[src/rtl/pic_cascade_seq.sv]
module pic_cascade_seq (
  input  logic       clk,
  input  logic       rst_n,
  input  logic       req_valid,
  input  logic [3:0] req_num,
  input  logic       req_level,
  input  logic [7:0] mask_m,
  input  logic [7:0] mask_s,
  input  logic [4:0] base_m,
  input  logic [4:0] base_s,
  input  logic       eoi_valid,
  input  logic [3:0] eoi_num,
  input  logic       inta,
  output logic       ack_valid,
  output logic [7:0] ack_vector,
  output logic [3:0] ack_line,
  input  logic       mmio_ack,
  output logic       poll_valid,
  output logic [3:0] poll_line,
  input  logic       sel_irr,
  output logic [7:0] status,
  output logic       cpu_int
);

  localparam logic [2:0] CASC = 3'd2;
  localparam logic [2:0] SPUR = 3'd7;

  logic [7:0] m_irr, m_isr, m_last, s_irr, s_isr, s_last;
  logic [7:0] m_irr_n, m_isr_n, m_last_n, s_irr_n, s_isr_n, s_last_n;
  logic       rdsel_isr;
  logic       m_hit, s_hit;
  logic [2:0] m_idx, s_idx;
  logic       do_poll;

  function automatic logic [3:0] pick(input logic [7:0] irr, input logic [7:0] isr,
                                      input logic [7:0] imr);
    logic       blk, hit;
    logic [2:0] idx;
    blk = 1'b0;
    hit = 1'b0;
    idx = 3'd0;
    for (int i = 0; i < 8; i++) begin
      blk = blk | isr[i];
      if (!blk && !hit && irr[i] && !imr[i]) begin
        hit = 1'b1;
        idx = 3'(i);
      end
    end
    return {hit, idx};
  endfunction

  assign {m_hit, m_idx} = pick(m_irr, m_isr, mask_m);
  assign {s_hit, s_idx} = pick(s_irr, s_isr, mask_s);
  assign cpu_int = m_hit;
  assign do_poll = mmio_ack && !inta;
  assign status  = rdsel_isr ? m_isr : m_irr;

  always_comb begin
    m_irr_n = m_irr; m_isr_n = m_isr; m_last_n = m_last;
    s_irr_n = s_irr; s_isr_n = s_isr; s_last_n = s_last;
    if (req_valid) begin
      if (req_num[3]) begin
        if (req_level && !s_last[req_num[2:0]]) s_irr_n[req_num[2:0]] = 1'b1;
        s_last_n[req_num[2:0]] = req_level;
      end else begin
        if (req_level && !m_last[req_num[2:0]]) m_irr_n[req_num[2:0]] = 1'b1;
        m_last_n[req_num[2:0]] = req_level;
      end
    end
    if (s_hit) m_irr_n[CASC] = 1'b1;
    if (eoi_valid) begin
      if (eoi_num[3]) s_isr_n[eoi_num[2:0]] = 1'b0;
      else            m_isr_n[eoi_num[2:0]] = 1'b0;
    end
    if (inta) begin
      if (m_hit) begin
        m_irr_n[m_idx] = 1'b0;
        m_isr_n[m_idx] = 1'b1;
        if (m_idx == CASC && s_hit) begin
          s_irr_n[s_idx] = 1'b0;
          s_isr_n[s_idx] = 1'b1;
        end
      end
    end else if (mmio_ack) begin
      if (m_hit) begin
        m_irr_n[m_idx] = 1'b0;
        m_isr_n[m_idx] = 1'b0;
        if (m_idx == CASC && s_hit) begin
          s_irr_n[s_idx] = 1'b0;
          s_isr_n[s_idx] = 1'b0;
        end
      end
    end
  end

  logic [7:0] vec_n;
  logic [3:0] line_n;
  always_comb begin
    if (m_hit && m_idx != CASC) begin
      vec_n  = {base_m, m_idx};
      line_n = {1'b0, m_idx};
    end else if (m_hit) begin
      vec_n  = {base_s, s_hit ? s_idx : SPUR};
      line_n = {1'b1, s_hit ? s_idx : SPUR};
    end else begin
      vec_n  = {base_m, SPUR};
      line_n = {1'b0, SPUR};
    end
  end

  always_ff @(posedge clk) begin
    if (!rst_n) begin
      m_irr <= '0; m_isr <= '0; m_last <= '0;
      s_irr <= '0; s_isr <= '0; s_last <= '0;
      rdsel_isr  <= 1'b0;
      ack_valid  <= 1'b0;
      ack_vector <= '0;
      ack_line   <= '0;
      poll_valid <= 1'b0;
      poll_line  <= '0;
    end else begin
      m_irr <= m_irr_n; m_isr <= m_isr_n; m_last <= m_last_n;
      s_irr <= s_irr_n; s_isr <= s_isr_n; s_last <= s_last_n;
      ack_valid  <= inta;
      poll_valid <= do_poll;
      if (inta) begin
        ack_vector <= vec_n;
        ack_line   <= line_n;
      end
      if (do_poll) begin
        poll_line <= line_n;
        rdsel_isr <= 1'b1;
      end else if (sel_irr) begin
        rdsel_isr <= 1'b0;
      end
    end
  end


  cascade_fwd_chk: assert property (@(posedge clk) disable iff (!rst_n)
    (s_hit && !inta && !mmio_ack) |=> m_irr[2]);

  int_pending_chk: assert property (@(posedge clk) disable iff (!rst_n)
    cpu_int |-> ((m_irr & ~mask_m) != 8'h00));

  prim_ack_chk: assert property (@(posedge clk) disable iff (!rst_n)
    (inta && m_hit && m_idx != 3'd2) |=> (ack_valid && ack_line == {1'b0, $past(m_idx)}));

  sec_ack_chk: assert property (@(posedge clk) disable iff (!rst_n)
    (inta && m_hit && m_idx == 3'd2 && s_hit) |=> (ack_line == {1'b1, $past(s_idx)}));

  sec_spur_chk: assert property (@(posedge clk) disable iff (!rst_n)
    (inta && m_hit && m_idx == 3'd2 && !s_hit) |=> (ack_line == 4'd15));

  prim_spur_chk: assert property (@(posedge clk) disable iff (!rst_n)
    (inta && !m_hit) |=> (ack_vector == {$past(base_m), 3'd7}));

  poll_view_chk: assert property (@(posedge clk) disable iff (!rst_n)
    (mmio_ack && !inta) |=> rdsel_isr);

  ack_wins_chk: assert property (@(posedge clk) disable iff (!rst_n)
    inta |=> !poll_valid);

endmodule

[config.mk]
export PLATFORM = sky130hd
export DESIGN_NAME = pic_cascade_seq
export DESIGN_NICKNAME = d
export VERILOG_FILES = /design/src/rtl/pic_cascade_seq.sv
export SDC_FILE = /design/constraint.sdc
export NUM_CORES = 1
export LEC_CHECK = 0
export BUFFER_PORTS_ARGS = -buffer_cell sky130_fd_sc_hd__buf_4
export CAP_MARGIN = 15
export CORE_AREA = 2 2 119 121
export CTS_CLUSTER_DIAMETER = 200
export DETAILED_ROUTE_END_ITERATION = 8
export DIE_AREA = 0 0 121 123
export SLEW_MARGIN = 10
export SYNTH_ARGS = -nofsm -noshare
export SYNTH_HDL_FRONTEND = slang
export SYNTH_SLANG_ARGS = --single-unit
[constraint.sdc]
create_clock -name clk -period 2.8 [get_ports clk]
set_input_delay 0.42 -clock clk [delete_from_list [all_inputs] [get_ports clk]]
set_output_delay 0.42 -clock clk [all_outputs]
set_load 0.02 [all_outputs]
Word-level counts from Yosys, hierarchy flattened
Cells that the tools add are included.
{ "word_totals": {"regBits": 67, "input_bits": 42, "output_inout_bits": 27} }
{ "classes": {"n_lt_le_gt_ge": 8, "eq_ne": 2, "muxes": 80, "bitwise_logic": 28, "reduce_logical": 107} }
{ "ops": {"columns": ["op", "count"], "rows": [
  ["$mux W8", 30],
  ["$logic_and A1 B1 Y1", 55],
  ["$logic_not A1 Y1", 49],
  ["$and A8 B8 Y8", 6],
  ["$mux W3", 12],
  ["$or A8 B8 Y8", 4],
  ["$mux W1", 27],
  ["$not A8 Y8", 3],
  ["$bwmux W8", 2],
  ["$lt A3 B4 Y1 const B", 4],
  ["$or A1 B1 Y1", 14],
  ["$demux W1 S3", 4],
  ["$ge A3 B1 Y1 const B", 4],
  ["$mux W4", 2],
  ["$bmux W1 S3", 2],
  ["$reduce_and A2 Y1", 2],
  ["$eq A3 B2 Y1 const B", 1],
  ["$ne A3 B2 Y1 const B", 1],
  ["$mux W2", 1],
  ["$reduce_bool A2 Y1", 1],
  ["$not A1 Y1", 1]
]} }

Longest topological paths before layout
Gate-level depths: netlist of run 1.
{ "depth": {"depth_word": 49, "ltp_mapped": 7, "ltp_nobuf": 5} }

Least setup slack after synthesis of run 1
OpenSTA, ideal clock, no wires.
{ "synth_timing": {"path_kind": "input to register", "from": "in mask_s[1]", "to": "reg s_irr[1]", "setup_ns": 0.120, "arrival_time_ns": 2.010, "slack_ns": 0.670, "cell_stages": 5, "n_path_buf": 0, "cell_sequence": "or3b_2 > a21oi_1 > nor2b_1 > or2_2 > o31a_1"} }
{ "synth_between": {"elab_chain_len": 43} }
{ "synth_rtl": {"columns": ["element", "line", "text"], "rows": [
  ["from (decl)", "8", "input logic [7:0] mask_s,"],
  ["$logic_not A1 Y1 *", "44", "if (!blk && !hit && irr[i] && !imr[i]) begin"],
  ["$logic_and A1 B1 Y1 *", "44", null],
  ["$mux W1", "44", null],
  ["$logic_not A1 Y1", "44", null],
  ["$logic_and A1 B1 Y1 (3 in series)", "44", null],
  ["$mux W1", "44", null],
  ["$logic_not A1 Y1", "44", null],
  ["$logic_and A1 B1 Y1 (3 in series)", "44", null],
  ["(+23 left out)", null, null],
  ["$mux W1 (implied by the code)", "80, 89", null],
  ["$demux W1 S3", "80, 89", null],
  ["$not A8 Y8 (no line)", null, null],
  ["$and A8 B8 Y8 (no line)", null, null],
  ["$mux W8 *", "79, 88", null],
  ["$mux W8 *", "76, 85", null],
  ["$mux W8", "84", "end else if (mmio_ack) begin"],
  ["$mux W8 *", "75", "if (inta) begin"],
  ["to (signal assigned)", "123", "s_irr <= s_irr_n; s_isr <= s_isr_n; s_last <= s_last_n;"],
  ["to (decl)", "28", "logic [7:0] m_irr, m_isr, m_last, s_irr, s_isr, s_last;"]
]} }
Every way passes the cells marked *; elsewhere a longest branch is shown, timed or not.
A chain may end at the register's enable or synchronous reset.

Final worst setup path of run 1
{ "layout_timing": {"from": "reg m_isr[0]", "to": "out cpu_int"} }
{ "layout_between": {"elab_chain_len": 39} }
{ "layout_rtl": {"columns": ["element", "line", "text"], "rows": [
  ["from (decl)", "28", null],
  ["from (signal assigned)", "122", "m_irr <= m_irr_n; m_isr <= m_isr_n; m_last <= m_last_n;"],
  ["$logic_not A1 Y1", "44", null],
  ["$logic_and A1 B1 Y1 (2 in series)", "44", null],
  ["$mux W1", "44", null],
  ["$logic_not A1 Y1", "44", null],
  ["$logic_and A1 B1 Y1 (3 in series)", "44", null],
  ["$mux W1", "44", null],
  ["$logic_not A1 Y1", "44", null],
  ["$logic_and A1 B1 Y1 (3 in series)", "44", null],
  ["(+12 left out)", null, null],
  ["$logic_and A1 B1 Y1 (3 in series)", "44", null],
  ["$mux W1", "44", null],
  ["$logic_not A1 Y1", "44", null],
  ["$logic_and A1 B1 Y1 (3 in series)", "44", null],
  ["$mux W1", "44", null],
  ["$logic_not A1 Y1", "44", null],
  ["$logic_and A1 B1 Y1 (3 in series)", "44", null],
  ["$mux W1 *", "44", null],
  ["to (decl)", "22", "output logic cpu_int"]
]} }
Marks and branches as above.

==> results of run 1 <==
[worst min-delay path, stage by stage]
cell and delay (ns):
buf_4 0.11, nand2_1 0.04, a311oi_1 0.07
[worst min-delay path by stage]
stage                                start                          to  slack (ns)  cells past startpoint
detailed placement  s_last[5]$_SDFFE_PN0P_      s_last[5]$_SDFFE_PN0P_        0.45                      2
global placement    s_last[5]$_SDFFE_PN0P_      s_last[5]$_SDFFE_PN0P_        0.44                      2
finish                           base_m[0]  ack_vector[3]$_SDFFE_PN0P_        0.37                      3
CTS                              base_m[0]  ack_vector[3]$_SDFFE_PN0P_        0.36                      3
floorplan           m_last[5]$_SDFFE_PN0P_      m_last[5]$_SDFFE_PN0P_        0.43                      2
global route                     base_s[0]  ack_vector[3]$_SDFFE_PN0P_        0.36                      3
[where the power goes]
part | switching (uW) | internal, uW | total (uW)
Combinational | 151 | 109 | 260
Clock | 394 | 821 | 1220
Sequential | 16.6 | 933 | 950
Total | 562 | 1860 | 2430
[through the flow]
step / hold slack, ns / std cells / util / total power (uW) / instance area (um2)
finish: 0.367 / 665 / 0.319 / 2430 / 4340
global route: 0.361 / 665 / 0.319 / 2510 / 4340
CTS: 0.359 / 665 / 0.319 / 2440 / 4340
detailed placement: 0.449 / 650 / 0.295 / 1230 / 4020
global placement: 0.442 / 650 / 0.295 / 1230 / 4020
floorplan: 0.431 / 420 / - / 1110 / 3360
[registers in the layout, summed over array words and instances, names as in the netlist]
signal / cells
m_isr: 8
poll_valid: 1
s_last: 8
poll_line: 4
m_last: 8
m_irr: 8
s_irr: 8
ack_line: 1
ack_valid: 1
rdsel_isr: 1
ack_vector: 8
s_isr: 8
[layer usage]
metal,share of wire,global-route usage,wire length (um),vias to the layer above
met1,0.46,0.188,4800,1531
met4,0.024,0.0625,254,0
li1,-,-,-,1656
met2,0.47,0.229,4910,99
met3,0.054,0.0346,571,23
met5,0,0,0,-
[cells in the final DEF (no fill, tap or decap), types with 3 or more instances in the layout]
cell type / instances
nand2_1: 57
and3_1: 3
o22ai_1: 4
nor2_1: 33
nor2b_1: 11
and2_1: 3
or3_1: 3
o21ai_0: 23
nor3b_1: 5
a21oi_1: 35
a211oi_1: 8
a31oi_1: 4
dfxtp_1: 64
o211ai_1: 4
o21a_1: 3
inv_1: 5
buf_4: 76
nor4_1: 6
mux2i_1: 7
mux2_2: 8
nor3_1: 16
a311oi_1: 7
nand3_1: 23
clkbuf_16: 9
nand3b_1: 6
or3b_2: 4
nand2b_1: 8
[area by class of cell]
| class | instances | area share |
|---|---|---|
| Clock buffer | 12 | 0.0591 |
| Clock inverter | 3 | 0.0150 |
| Inverter | 6 | 0.00519 |
| Multi-Input combinational cell | 324 | 0.442 |
| Sequential cell | 64 | 0.295 |
| Tap cell | 180 | 0.0519 |
| Timing Repair Buffer | 76 | 0.131 |
[kinds of logic after synthesis]
| kind of cell | share of synthesized area |
|---|---|
| and+or+nand+nor | 0.303 |
| AOI/OAI and AO/OA | 0.213 |
| DFF | 0.381 |
| buffers and inverters | 0.0480 |
| muxes | 0.0544 |
==> results.py, run 1 <==
metrics = {
    "logic_synthesis": {
        "synth_top_area_frac": 0.381,
        "synth_warnings": 0,
        "yosys-top-cells-area": "dfxtp_1 38%, nand2_1 6.4%, a21oi_1 5.2%",
        "syn_area_per_cell_um2": 8.00,
        "synth_nets": 462,
        "async_flop_share": 0,
        "yosysSeqAreaShare": 0.381,
        "syn_area_um2": 3360,
        "syn_inst": 420,
        "synth_commonest_cells": "64 x dfxtp_1, 57 x nand2_1, 35 x a21oi_1, 33 x nor2_1",
        "ys_seq_elements": 64,
        "synth_cell_types": 60,
        "synth_top_cell_by_area": "dfxtp_1",
        "synth_edf_count": 0,
        "synthFlopType": "dfxtp_1",
        "yosysMostFrequentCell": "dfxtp_1",
    },
    "worst_setup_path": {
        "crit_family": "simple AND/OR/NAND/NOR gates",
        "critPathSlowestCell": "or4_1",
        "cp.required_ns": 2.38,
        "worstSetupEndpoint": "cpu_int",
        "max_stage_delay_ns": 0.56,
        "rr_endpoint": "poll_line[1]$_SDFFE_PN0P_",
        "rr_worst_depth": 5,
        "arrival_ns": 1.96,
        "cp-startpoint": "m_isr[0]$_SDFF_PN0_",
        "r2r-start": "s_isr[0]$_SDFF_PN0_",
        "critical_path_buf_inv_count": 1,
        "crit_path_end_kind": "output port",
        "critPathKind": "flip-flop to output port",
        "critPathLaunchType": "flip-flop",
        "ff2ff_setup_slack_ns": 0.46,
        "cp.depth": 5,
        "worstPathMaxFanout": 8,
        "path_cells": "or4_1, nor2_1, o21ai_0, nand3_1, buf_4",
    },
    "clocking": {
        "clock_latency_ns": 0.33,
        "cts_buffers": 9,
        "post_cts_buffers": 0,
        "ctsResizeCount": 0,
        "clk_transition_reported_paths_ns": 0.05,
        "postCtsHoldBufs": 0,
        "cts_sinks": 64,
        "clockBufferDepth": 2,
        "cts_tree": "built",
        "htreeDepth": 3,
        "clockRootBuffer": "clkbuf_16",
    },
    "worst_hold_path": {
        "hold_path_class": "primary input to flip-flop",
    },
    "power_and_ir_drop": {
        "p_leak_uw": 0.00167,
        "ir_drop_v": 0.000282,
        "p_per_area_nw_per_um2": 559,
    },
    "cells_and_area": {
        "multi_input_area_um2": 1920,
        "area_growth_pct": 29.1,
        "fill_cells": 1433,
        "antenna_cells": 0,
        "final-seq-area_um2": 1280,
        "nets": 523,
        "drive_gt1_frac": 0.233,
    },
    "grt": {
        "grt_usage": 0.145,
        "grt_pass1_vias": 3206,
        "grt_pass1_wl_um": 16800,
        "grt.overflow.total": 0,
        "grt_start_max_net_pins": 30,
        "antenna_found_initial": 0,
    },
    "timing": {
        "maxSlewHeadroom": 0.456,
        "finalCritPeriodShare": 0.850,
        "setup_viol": 0,
        "worst_pin_slew_ns": 0.810,
        "maxSlewViolCount": 0,
        "finalClockSkew_ns": 0.00748,
        "fin_ws_ns": 0.421,
        "fin_crit_ns": 2.38,
        "hold_viol": 0,
        "setup_tns_ns": 0,
        "grt_setup_unrepaired": "false",
        "max_freq_mhz": 420,
    },
    "place": {
        "place_ws_ns": 0.330,
        "gp_congestion": 0.897,
        "dp_hpwl_um": 7960,
        "io_buffers": 68,
    },
    "floorplan": {
        "io_pins": 69,
        "die_area_um2": 14900,
        "start_util": 0.247,
        "die_h_um": 123,
        "die_w_um": 121,
        "num_rows": 43,
        "coreArea_um2": 13600,
    },
    "route": {
        "avgRoutedWirePerCell_um": 15.8,
        "dr.pass1.iters": 4,
        "drtIter0Drc": 222,
        "postRouteAntennaNets": 0,
        "via_per_inst": 4.98,
        "drt-total-wl_um": 10500,
        "num_vias": 3309,
        "drc": 0,
    },
    "run_status": {
        "status": "complete, no violations",
    },
    "job": {
        "maxCapViolations": 0,
    },
}
(Power assumes the default switching activity.)
==> inputs of run 2 (changes only) <==
--- a/config.mk
+++ b/config.mk
@@ -5,12 +5,13 @@
 export SDC_FILE = /design/constraint.sdc
 export NUM_CORES = 1
 export LEC_CHECK = 0
+export ABC_AREA = 1
 export BUFFER_PORTS_ARGS = -buffer_cell sky130_fd_sc_hd__buf_4
 export CAP_MARGIN = 15
-export CORE_AREA = 2 2 119 121
+export CORE_AREA = 2 2 122 124
 export CTS_CLUSTER_DIAMETER = 200
 export DETAILED_ROUTE_END_ITERATION = 8
-export DIE_AREA = 0 0 121 123
+export DIE_AREA = 0 0 124 126
 export SLEW_MARGIN = 10
 export SYNTH_ARGS = -nofsm -noshare
 export SYNTH_HDL_FRONTEND = slang
==> constraint.sdc (replaced) <==
create_clock -name clk -period 2.29 [get_ports clk]
set_input_delay 0.3435 -clock clk [delete_from_list [all_inputs] [get_ports clk]]
set_output_delay 0.3435 -clock clk [all_outputs]
set_load 0.02 [all_outputs]
==> run 2 against run 1 <==
  * Clock power up 5%
  * Synthesized cell count grew 31%
  * Setup slack got worse by 0.28 ns
  * Core utilization fell by 0.53 points
  * Hold slack got worse by 0.098 ns
  * Die area grew 5.0%
  * Largest cell class unchanged
  * Critical path depth is 3 higher
  * Clock-buffer cell count unchanged
  * Routed wire length decreased by 2.9%
  * Sequential share of layout area is 0.97 points lower
  * Sequential cell count unchanged
  * Via count increased by 8.4%
  * Highest routed layer unchanged
==> results.py, run 2 <==
metrics = {
    "run_status": {
        "status": "complete, no violations",
    },
    "logic_synthesis": {
        "synth_commonest_cells": "109 x nor2_1, 87 x inv_1, 76 x nand2_1, 64 x dfxtp_1, 50 x o21ai_0",
        "synth_warnings": 0,
        "yosysSeqAreaShare": 0.366,
        "synth-simple-area-share": 0.353,
        "synth_top_cell_by_area": "dfxtp_1",
        "yosys-top-cells-area": "dfxtp_1 37%, nor2_1 12%, inv_1 9.3%",
        "synth-compound-area-share": 0.155,
        "synth_top_family_by_area": "simple AND/OR/NAND/NOR gates",
        "synth-adder-area-share": 0,
        "synth_xor_area_frac": 0,
        "syn_area_um2": 3500,
        "synth_cell_types": 31,
        "syn_area_per_cell_um2": 6.35,
        "syn_inst": 552,
        "yosysMostFrequentCell": "nor2_1",
        "ys_seq_elements": 64,
        "async_flop_share": 0,
        "synth_nets": 594,
        "yosys-mux-area-fraction": 0,
        "synthFlopType": "dfxtp_1",
        "synth_edf_count": 0,
        "synth_top_area_frac": 0.366,
    },
    "cells_and_area": {
        "postLayoutCoreUtil": 0.313,
        "fin_area_um2": 4490,
        "drive_gt1_frac": 0.201,
        "instances_no_fill": 805,
        "most-common-layout-cells": "108 x nor2_1, 87 x inv_1, 76 x nand2_1, 74 x buf_4, 64 x dfxtp_1",
        "fill_cells": 1574,
        "area_growth_pct": 28.0,
        "antenna_cells": 0,
        "nets": 659,
        "final_common_cell": "nor2_1",
    },
    "clocking": {
        "clockRootBuffer": "clkbuf_16",
        "cts_tree": "built",
        "postCtsHoldBufs": 0,
        "clockBufferDepth": 2,
        "clock_latency_ns": 0.33,
        "cts_sinks": 64,
        "htreeDepth": 3,
        "clk_transition_reported_paths_ns": 0.05,
        "cts_buffers": 9,
    },
    "route": {
        "drt-total-wl_um": 10200,
        "avgRoutedWirePerCell_um": 12.7,
        "drc": 0,
        "drtIter0Drc": 203,
        "num_vias": 3587,
        "postRouteAntennaNets": 0,
        "dr.pass1.iters": 4,
        "via_per_inst": 4.46,
    },
    "worst_setup_path": {
        "critPathLaunchType": "flip-flop",
        "ff2ff_setup_slack_ns": 0.42,
        "arrival_ns": 1.80,
        "cp.required_ns": 1.95,
        "critPathKind": "flip-flop to output port",
        "crit_path_end_kind": "output port",
        "worstPathMaxFanout": 4,
    },
    "grt": {
        "grt.overflow.total": 0,
        "grt_pass1_wl_um": 16600,
        "antenna_found_initial": 0,
        "grt_start_max_net_pins": 39,
        "grt_pass1_vias": 3318,
        "grt_usage": 0.137,
    },
    "timing": {
        "worst_pin_slew_ns": 0.503,
        "maxSlewHeadroom": 0.664,
        "max_freq_mhz": 465,
        "finalCritPeriodShare": 0.938,
        "finalClockSkew_ns": 0.00475,
        "setup_viol": 0,
        "maxSlewViolCount": 0,
        "setup_tns_ns": 0,
        "fin_crit_ns": 2.15,
        "hold_viol": 0,
        "fin_ws_ns": 0.142,
    },
    "power_and_ir_drop": {
        "ir_drop_v": 0.000307,
        "p_per_area_nw_per_um2": 619,
        "p_leak_uw": 0.00199,
        "p_int_uw": 2060,
        "pwr-share-comb": 0.123,
        "switching_share": 0.259,
        "power_frac_seq": 0.418,
        "power_frac_clock": 0.459,
        "p_switching_uw": 719,
    },
    "place": {
        "dp_hpwl_um": 7870,
        "dp.cells": 789,
        "place_ws_ns": 0.422,
        "dpl-instance-area_um2": 4190,
        "io_buffers": 68,
        "gp_congestion": 0.827,
    },
    "floorplan": {
        "die_w_um": 124,
        "io_pins": 69,
        "start_util": 0.245,
        "num_rows": 44,
        "coreArea_um2": 14300,
        "die_area_um2": 15600,
        "die_h_um": 126,
    },
    "job": {
        "maxCapViolations": 0,
    },
    "worst_hold_path": {
        "hold_path_class": "primary input to flip-flop",
    },
}
-- run 2: what timing repair did --
| item | 4_1_cts | 5_1_grt |
|---|---|---|
| endpoints found under the setup margin | 0 | 1 |
| gates resized for setup | 0 | 2 |
| buffers inserted | 0 | 1 |
-- run 2: power groups by stage --
stage	combinational, uW	sequential [uW]	clock [uW]
floorplan	175	1200	0
global placement	338	1190	0
detailed placement	338	1190	0
CTS	339	1160	1320
global route	380	1170	1370
finish	341	1160	1280
-- run 2: metrics by stage --
stage,power [uW],hold WS [ns]
3_5_place_dp,1520,0.446
4_1_cts,2820,0.249
6_report,2780,0.269
2_1_floorplan,1380,0.430
3_3_place_gp,1520,0.447
5_1_grt,2920,0.281
-- run 2: path summary, 6_finish.rpt --
kind,cells past startpoint,from,to
worst max-delay path,8,m_isr[0]$_SDFF_PN0_,cpu_int
worst min-delay path,4,sel_irr,rdsel_isr$_SDFFE_PN0P_
worst max register to register,13,m_isr[0]$_SDFF_PN0_,s_irr[5]$_SDFF_PN0_
worst min register to register,2,s_last[7]$_SDFFE_PN0P_,s_last[7]$_SDFFE_PN0P_
-- run 2: final cells by class --
class,count,area (um2),share of cell area
Clock buffer,12,256,0.0572
Multi-Input combinational cell,374,1790,0.400
Timing Repair Buffer,74,556,0.124
Sequential cell,64,1280,0.286
Inverter,94,353,0.0786
Clock inverter,3,17.5,0.00390
Tap cell,184,230,0.0513
-- run 2: critical path, stage by stage, from the launching register on --
cell and delay, ns:
dfxtp_1 0.39, nor2_1 0.07, nand2_1 0.10, nand2_1 0.10
nor2_2 0.15, nand2_1 0.14, nor2_2 0.17, nand4_4 0.16
buf_4 0.20
-- run 2: cells by family after synthesis --
| kind of cell | after synthesis |
|---|---|
| buffers and inverters | 114 |
| AOI/OAI and AO/OA | 98 |
| DFF | 64 |
| and+or+nand+nor | 276 |
-- run 2: layer usage --
metal / vias up / track usage / part of all wire / wire (um)
li1: 1886 / - / - / -
met1: 1583 / 0.187 / 0.48 / 4890
met2: 109 / 0.209 / 0.44 / 4520
met3: 9 / 0.0394 / 0.069 / 703
met4: 0 / 0.0423 / 0.011 / 108
met5: - / 0 / 0 / 0
